`src/rtl/rc_pkg.sv`:
```
// Package: rc_pkg
// Shared constants for the 2/3 rate converter. The interpolation and
// decimation factors live here so that the enable generator and the top
// agree on the frame length.
package rc_pkg;
    localparam int unsigned RC_UP   = 2;               // interpolation factor
    localparam int unsigned RC_DOWN = 3;               // decimation factor
    localparam int unsigned RC_FRAME = RC_UP * RC_DOWN; // fast clocks per frame
endpackage

```
`src/rtl/rc_ce_gen.sv`:
```
// Module: rc_ce_gen
// Phase counter that produces the per-stage clock enables from one fast
// clock. Assumes UP and DOWN divide FRAME; synchronous active-low reset
// puts the counter at phase 0.
module rc_ce_gen #(
    parameter int unsigned UP    = 2,
    parameter int unsigned DOWN  = 3,
    localparam int unsigned FRAME = UP * DOWN,
    localparam int unsigned PW    = (FRAME > 1) ? $clog2(FRAME) : 1
) (
    input  logic clk,
    input  logic rst_n,
    output logic in_ce,      // input register enable
    output logic stuff_real, // fast cycle that carries the real sample
    output logic out_ce      // output register enable
);
    logic [PW-1:0] phase;

    // Advance the phase modulo FRAME.
    always_ff @(posedge clk) begin
        if (!rst_n)
            phase <= '0;
        else if (phase == PW'(FRAME - 1))
            phase <= '0;
        else
            phase <= phase + 1'b1;
    end

    // Decode the enables from the phase.
    always_comb begin
        in_ce      = (32'(phase) % UP) == 0;
        stuff_real = (32'(phase) % UP) == 1;
        out_ce     = (32'(phase) % DOWN) == 0;
    end

    // the input enable alternates every clock for a factor of two.
    a_r2_in_ce_alternates: assert property (@(posedge clk) disable iff (!rst_n)
        in_ce |=> !in_ce);
    // two output enables are at least three clocks apart.
    a_r2_out_ce_spacing: assert property (@(posedge clk) disable iff (!rst_n)
        out_ce |=> (!out_ce ##1 !out_ce));
endmodule

```
`src/rtl/rc_fir.sv`:
```
// Module: rc_fir
// N-tap direct-form FIR that runs every fast clock. The window holds the
// entering sample plus N-1 delayed samples. The full-precision sum is sliced
// at SHIFT and registered. The valid output needs N consecutive valid
// samples. Assumes SHIFT+OW <= accumulator width.
module rc_fir #(
    parameter int unsigned N     = 5,
    parameter int unsigned DW    = 12,
    parameter int unsigned CW    = 8,
    parameter int unsigned OW    = 12,
    parameter int unsigned SHIFT = 4,
    parameter logic [N*CW-1:0] COEF = '0,
    localparam int unsigned AW   = DW + CW + $clog2(N + 1),
    localparam int unsigned FW   = $clog2(N + 1)
) (
    input  logic                 clk,
    input  logic                 rst_n,
    input  logic signed [DW-1:0] x_in,
    input  logic                 x_valid,
    output logic signed [OW-1:0] y_out,
    output logic                 y_valid
);
    logic signed [DW-1:0] taps [N];   // taps[0] newest stored sample
    logic signed [DW-1:0] win  [N];   // window incl. entering sample
    logic signed [AW-1:0] acc;
    logic [FW-1:0]        fill;       // consecutive valid samples stored

    // Window view: entering sample first, then stored history.
    always_comb begin
        win[0] = x_in;
        for (int i = 1; i < N; i++) win[i] = taps[i-1];
    end

    // Shift the delay line every clock.
    generate
        for (genvar g = 0; g < N; g++) begin : g_tap
            always_ff @(posedge clk) begin
                if (!rst_n) taps[g] <= '0;
                else        taps[g] <= win[g];
            end
        end
    endgenerate

    // Full-precision multiply-accumulate over the window.
    always_comb begin
        acc = '0;
        for (int i = 0; i < N; i++)
            acc = acc + AW'($signed(win[i]) * $signed(COEF[i*CW +: CW]));
    end

    // Track the run of valid samples, saturating at N.
    always_ff @(posedge clk) begin
        if (!rst_n || !x_valid) fill <= '0;
        else if (fill != FW'(N)) fill <= fill + 1'b1;
    end

    // Register the truncated result and its valid flag.
    always_ff @(posedge clk) begin
        if (!rst_n) begin
            y_out   <= '0;
            y_valid <= 1'b0;
        end else begin
            y_out   <= acc[SHIFT +: OW];
            y_valid <= x_valid && (fill >= FW'(N - 1));
        end
    end

    // the run counter never exceeds the window length.
    a_r7_fill_bound: assert property (@(posedge clk) disable iff (!rst_n)
        fill <= FW'(N));
    // a valid result requires the previous stored sample run to be valid.
    a_r7_valid_needs_run: assert property (@(posedge clk) disable iff (!rst_n)
        (x_valid && fill == '0 && N > 1) |=> !y_valid);
endmodule

```
`src/rtl/rate_conv_23.sv`:
```
// Module: rate_conv_23
// 2/3 sample-rate converter: input register, zero-stuffing up-sampler,
// FIR filter, decimating output register, all on one clock with enables.
// Assumes a new input word is presented every second clock from reset
// release; out_ce marks the cycle in which a new output appears.
module rate_conv_23 #(
    parameter int unsigned N_TAPS = 5,
    parameter int unsigned DW     = 12,
    parameter int unsigned CW     = 8,
    parameter int unsigned OW     = 12,
    parameter int unsigned SHIFT  = 4,
    parameter logic [N_TAPS*CW-1:0] COEF = {8'sd1, 8'sd3, 8'sd4, 8'sd3, 8'sd1}
) (
    input  logic                 clk,
    input  logic                 rst_n,
    input  logic signed [DW-1:0] in_data,
    input  logic                 in_valid,
    output logic signed [OW-1:0] out_data,
    output logic                 out_valid,
    output logic                 out_ce
);
    import rc_pkg::*;

    logic                 ce_in, ce_out, real_slot;
    logic signed [DW-1:0] in_q;
    logic                 in_q_v;
    logic signed [DW-1:0] up_data;
    logic signed [OW-1:0] fir_data;
    logic                 fir_valid;

    rc_ce_gen #(
        .UP   (RC_UP),
        .DOWN (RC_DOWN)
    ) u_ce (
        .clk        (clk),
        .rst_n      (rst_n),
        .in_ce      (ce_in),
        .stuff_real (real_slot),
        .out_ce     (ce_out)
    );

    // Capture the input word on the input enable.
    always_ff @(posedge clk) begin
        if (!rst_n) begin
            in_q   <= '0;
            in_q_v <= 1'b0;
        end else if (ce_in) begin
            in_q   <= in_data;
            in_q_v <= in_valid;
        end
    end

    // Zero-stuff: real sample in its slot, zero in the other.
    always_comb up_data = real_slot ? in_q : '0;

    rc_fir #(
        .N     (N_TAPS),
        .DW    (DW),
        .CW    (CW),
        .OW    (OW),
        .SHIFT (SHIFT),
        .COEF  (COEF)
    ) u_fir (
        .clk     (clk),
        .rst_n   (rst_n),
        .x_in    (up_data),
        .x_valid (in_q_v),
        .y_out   (fir_data),
        .y_valid (fir_valid)
    );

    // Keep one filter result per output enable and flag its arrival.
    always_ff @(posedge clk) begin
        if (!rst_n) begin
            out_data  <= '0;
            out_valid <= 1'b0;
            out_ce    <= 1'b0;
        end else begin
            out_ce <= ce_out;
            if (ce_out) begin
                out_data  <= fir_data;
                out_valid <= fir_valid;
            end
        end
    end

    // the output word holds between output enables.
    a_r9_out_stable: assert property (@(posedge clk) disable iff (!rst_n)
        !out_ce |-> ($stable(out_data) && $stable(out_valid)));
    // the valid flag can only rise together with an output enable.
    a_r7_valid_rise_on_ce: assert property (@(posedge clk) disable iff (!rst_n)
        $rose(out_valid) |-> out_ce);
endmodule

```
`config.mk`:
```
export PLATFORM = sky130hd
export DESIGN_NAME = rate_conv_23
export DESIGN_NICKNAME = d
export VERILOG_FILES = /design/src/rtl/rc_pkg.sv /design/src/rtl/rc_ce_gen.sv /design/src/rtl/rc_fir.sv /design/src/rtl/rate_conv_23.sv
export SDC_FILE = /design/constraint.sdc
export NUM_CORES = 1
export LEC_CHECK = 0
export ABC_AREA = 1
export BUFFER_PORTS_ARGS = -buffer_cell sky130_fd_sc_hd__buf_2
export CORE_ASPECT_RATIO = 1.25
export CORE_MARGIN = 2
export CORE_UTILIZATION = 25
export CTS_CLUSTER_DIAMETER = 150
export DETAILED_ROUTE_END_ITERATION = 12
export HOLD_SLACK_MARGIN = 0.1
export SYNTH_ARGS = -nofsm -noshare
export SYNTH_HDL_FRONTEND = slang
export SYNTH_SLANG_ARGS = --single-unit
```
`constraint.sdc`:
```
create_clock -name clk -period 12.7 [get_ports clk]
set_input_delay 1.27 -clock clk [delete_from_list [all_inputs] [get_ports clk]]
set_output_delay 1.27 -clock clk [all_outputs]
set_load 0.01 [all_outputs]
```
Word level (Yosys, flattened, before mapping)
Memories as Yosys holds them, arrays and structs flattened.
Cells that the tools add are included.

operators by class
  add/sub/neg operators = 6
  multipliers = 2
  divide/modulo/power cells = 1
  order comparisons = 1
  equality and inequality tests = 2
  muxes and demuxes = 8
  bitwise logic cells = 6
  reductions and logical operators = 7

operators by type and width
  operator                                                count
  2-to-1 mux 12 bit                                       6
  zero test 32 bit                                        2
  remainder unit 3 x 2 -> 32 bit (second input constant)  1
  multiplier 12 x 3 -> 15 bit (second input constant)     2
  adder 12 x 15 -> 16 bit                                 1
  adder 16 x 12 -> 16 bit                                 1
  adder 16 x 14 -> 16 bit                                 1
  adder 16 bit                                            1
  adder 3 x 1 -> 3 bit (second input constant)            2
  OR 1 bit                                                5
  equality test 3 bit (second input constant)             1
  >= comparator 3 bit (second input constant)             1
  inequality test 3 bit (second input constant)           1
  zero test 1 bit                                         2
  2-to-1 mux 1 bit                                        2
  OR reduction 2 bit                                      1
  logical AND 1 bit                                       1
  logical OR 1 bit                                        1
  inverter 1 bit                                          1

storage, ports and cells
  register bits after elaboration = 46
  RAM bits = 60
  input bits = 15
  output and inout bits = 14
  word-level logic and storage cells = 43
  memories kept = 1

memory list
  name        depth  width  rd ports  clocked after Yosys merged registers in  wr ports  RTL line      text
  u_fir.taps  5      12     4         0                                        5         rc_fir.sv:23  logic signed [DW-1:0] taps [N];

Longest topological paths before layout
  depth after elaboration = 5
  gate-level depth with buffers = 25
  gate-level depth less buffers = 25

Hierarchy
From an unflattened synthesis, not the netlist that was laid out.

second synthesis, totals
  cells, all modules = 728
  area total of the unflattened synthesis = 5854.4 µm²

by module, submodules not included
  module        times used  cells each  area an instance (µm²)  sequential area each (µm²)
  rc_fir        1           501         4389.2                  1281.2
  rate_conv_23  1           193         1228.7                  540.5
  rc_ce_gen     1           34          236.5                   60.1

Worst setup path before layout
Ideal clock, no wire load.

  kind = reg2reg
  from = memory u_fir.taps[2][1]
  to = register u_fir.y_out[11]
  setup time = 113 ps
  data arrival time = 4696 ps
  required time = 12587 ps
  setup slack = 7891 ps
  stages on the path, launching flop included = 24
  buffers on the path = 0
  path through = dfxtp_1 ha_1 ha_1 inv_1 fa_1 o21ai_1 a21oi_1 xor2_1 fa_1 inv_1 fa_1 fa_1 inv_1 fa_1 inv_1 ha_1 nand2_1 nor2_1 and2_1 nand2_1 nand3_1 nand2_1 nand2_1 nor2_1

RTL lines
  what                  RTL line      text
  start, declared       rc_fir.sv:23
  end signal, assigned  rc_fir.sv:63  y_out <= acc[SHIFT +: OW];
  end, declared         rc_fir.sv:20  output logic signed [OW-1:0] y_out,

==> flow_summary.ini <==
[outcome]
outcome = finished, final reports clean

[global_routing]
grt_pass1_wl_um = 20700
grt_overflow_total = 0
grt_pass1_vias = 4531
antenna_found_initial = 0
grt_start_max_net_pins = 65
grt_usage_pct = 10.3

[setup_path]
crit_type = flop to flop
critPathRequiredTime_ns = 12.93
crit_path_start_kind = flop
arrival_ns = 5.50
cp_slowest_cell = fa_1
setup.worst_path.end_class = flop
slowest_delay_ns = 0.54
critPathBufInv = 4
crit_chain = ha_1, ha_1, inv_1, fa_1, o21ai_1, nand3_1, nand2_1, xnor2_1, fa_1, inv_1, fa_1, fa_1, inv_1, fa_1, inv_1, ha_1, nand2_1, nor2_1, and2_1, nand2_1, a21oi_1, nor2_1
crit_family = adder cells
crit_fanout = 4
cpMostUsedCell = fa_1

[final_layout]
synthToLayoutAreaGrowth_pct = 13.2
layout-drive-gt1-share_pct = 8.02
nets = 892
num_antenna_cells = 0
fillers = 2496

[yosys]
synth_ff_type = dfxtp_1
ys.warnings.count = 0
synth_most_common_cell = inv_1
postSynth.asyncResetShare_pct = 0
synthTopCellsByArea = dfxtp_1 (32%), fa_1 (18%), ha_1 (12%)
yosysUniqueCellTypes = 32
synth.net_count = 866
syn-mean-instance-area_um2 = 8.00
synth_common_cells = inv_1 (167), nand2_1 (160), dfxtp_1 (94)
ys_seq_area_share_pct = 31.7
synth_edf_count = 0
yosysTopAreaCell = dfxtp_1
syn_area_um2 = 5940
yosysTopAreaCellShare_pct = 31.7
ys_seq_elements = 94
synthCells = 742

[sta]
rsz0062_at_grt = no
fmax_ghz = 0.190
fin_setup_tns_ns = 0
maxSlewViolCount = 0
period_share_pct = 41.4
fin_crit_ns = 5.26
worst_pin_slew_ns = 0.926
holdWs_ns = 0.427
setup_viol = 0
hold_viol_final = 0
max_slew_margin_pct = 37.9
skew_ns = 0.00864

[placed_design]
io_buffers = 28
hpwl_um = 9340
gp_congestion = 0.937

[clock_tree]
clock_latency_ns = 0.34
cts_buffer_depth = 2
clockRootBuffer = clkbuf_16
path_clk_slew_ns = 0.07
cts_setup_buffers = 0
cts_resized = 0
cts_max_level = 3
cts_tree = built
hold_buffers = 0
cts_sinks = 94
cts_buffers = 9

[route]
antenna_left = 0
drc = 0
first_iter_violations = 138
routed_wirelength_um = 11800
via_count = 4365
first_pass_iters = 4
via_per_inst = 4.10
wire_per_inst_um = 11.1

[run]
drv_cap = 0

[floorplan]
core-area_um2 = 23500
rows = 63
die_y_um = 176
die_x_um = 142
num_io_pins = 29
initial_utilization_pct = 25.3
dieArea_um2 = 25000

[power_and_ir_drop]
finalPower_w = 0.000726
p_leak_nw = 3.62
ir_drop_v = 0.0000607
power.density_nw_per_um2 = 108

[min_path]
hp-class = flop to flop
[where the power goes]
part	internal (W)	switching, W
clock network	0.000198	0.000116
registers	0.000311	0.00000974
logic	0.0000340	0.0000575
total	0.000542	0.000184
[per-layer routing]
metal / GRT usage [%] / wire length [um] / vias to the layer above
met5: 0 / 0 / -
met3: 1.27 / 230 / 23
met1: 11.1 / 4970 / 2008
li1: - / - / 2273
met2: 20.0 / 6250 / 61
met4: 4.67 / 391 / 0
[worst reg2reg max path, stage by stage, from the launching register on]
cell	delay [ns]
dfxtp_1	0.33
ha_1	0.28
ha_1	0.20
inv_1	0.08
fa_1	0.42
o21ai_1	0.39
nand3_1	0.12
nand2_1	0.10
xnor2_1	0.13
fa_1	0.44
inv_1	0.08
fa_1	0.43
fa_1	0.54
inv_1	0.05
fa_1	0.50
inv_1	0.04
ha_1	0.33
nand2_1	0.10
nor2_1	0.18
and2_1	0.14
nand2_1	0.06
a21oi_1	0.15
nor2_1	0.06
[flip-flops by register name (all words and copies together) (netlist names)]
| signal | flops |
|---|---|
| in_q | 12 |
| in_q_v | 1 |
| out_ce | 1 |
| out_data | 12 |
| out_valid | 1 |
| u_ce.phase | 3 |
| u_fir.fill | 3 |
| u_fir.taps | 48 |
| u_fir.y_out | 12 |
| u_fir.y_valid | 1 |
[final cells by class]
type	count	area [um2]	area share, %
timing repair buffer	29	148	2.20
multi-input combinational	463	3330	49.6
inverter	171	644	9.59
clock inverter	6	109	1.62
clock buffer	10	239	3.56
tap	292	365	5.44
sequential	94	1880	28.0
[stage by stage]
step / instances / setup WS [ns] / area (um2) / utilization [%]
floorplan: 742 / 7.89 / 5940 / -
global placement: 1049 / 7.60 / 6370 / 27.1
detailed placement: 1049 / 7.49 / 6370 / 27.1
CTS: 1065 / 7.46 / 6720 / 28.6
global route: 1065 / 7.05 / 6720 / 28.6
finish: 1065 / 7.44 / 6720 / 28.6
[path summary, 6_finish.rpt]
check,from,endpoint,slack (ns),depth (start not counted)
max,u_fir.taps[2][1],u_fir.y_out[10],7.44,22
min,u_fir.taps[1][5],u_fir.taps[2][5],0.43,2
max reg2reg,u_fir.taps[2][1],u_fir.y_out[10],7.44,22
min reg2reg,u_fir.taps[1][5],u_fir.taps[2][5],0.43,2
[cells by family after synthesis]
logic type,after synthesis,synth area share (%)
compound gates,71,6.24
fa+ha+maj,109,29.5
xor+xnor,10,1.48
simple gates,273,18.9
buf+inv,185,12.2
flops,94,31.7
[cell usage in the layout (no fill, tap or decap), types with 2 or more instances in the layout]
| cell | synthesis | final |
|---|---|---|
| a21oi_1 | 39 | 39 |
| and2_1 | 2 | 2 |
| buf_2 | 4 | 28 |
| bufinv_16 | 0 | 3 |
| clkbuf_16 | 0 | 9 |
| clkinv_2 | 0 | 2 |
| dfxtp_1 | 94 | 94 |
| fa_1 | 52 | 52 |
| ha_1 | 57 | 57 |
| inv_1 | 167 | 167 |
| inv_2 | 2 | 2 |
| nand2_1 | 160 | 160 |
| nand3_1 | 19 | 19 |
| nand3b_1 | 2 | 2 |
| nand4_1 | 4 | 4 |
| nor2_1 | 72 | 72 |
| nor2_2 | 10 | 10 |
| o21ai_0 | 14 | 14 |
| o21ai_1 | 12 | 12 |
| o21bai_1 | 3 | 3 |
| xnor2_1 | 7 | 7 |
| xor2_1 | 3 | 3 |
No activity file was read; power rests on OpenSTA's default activity.
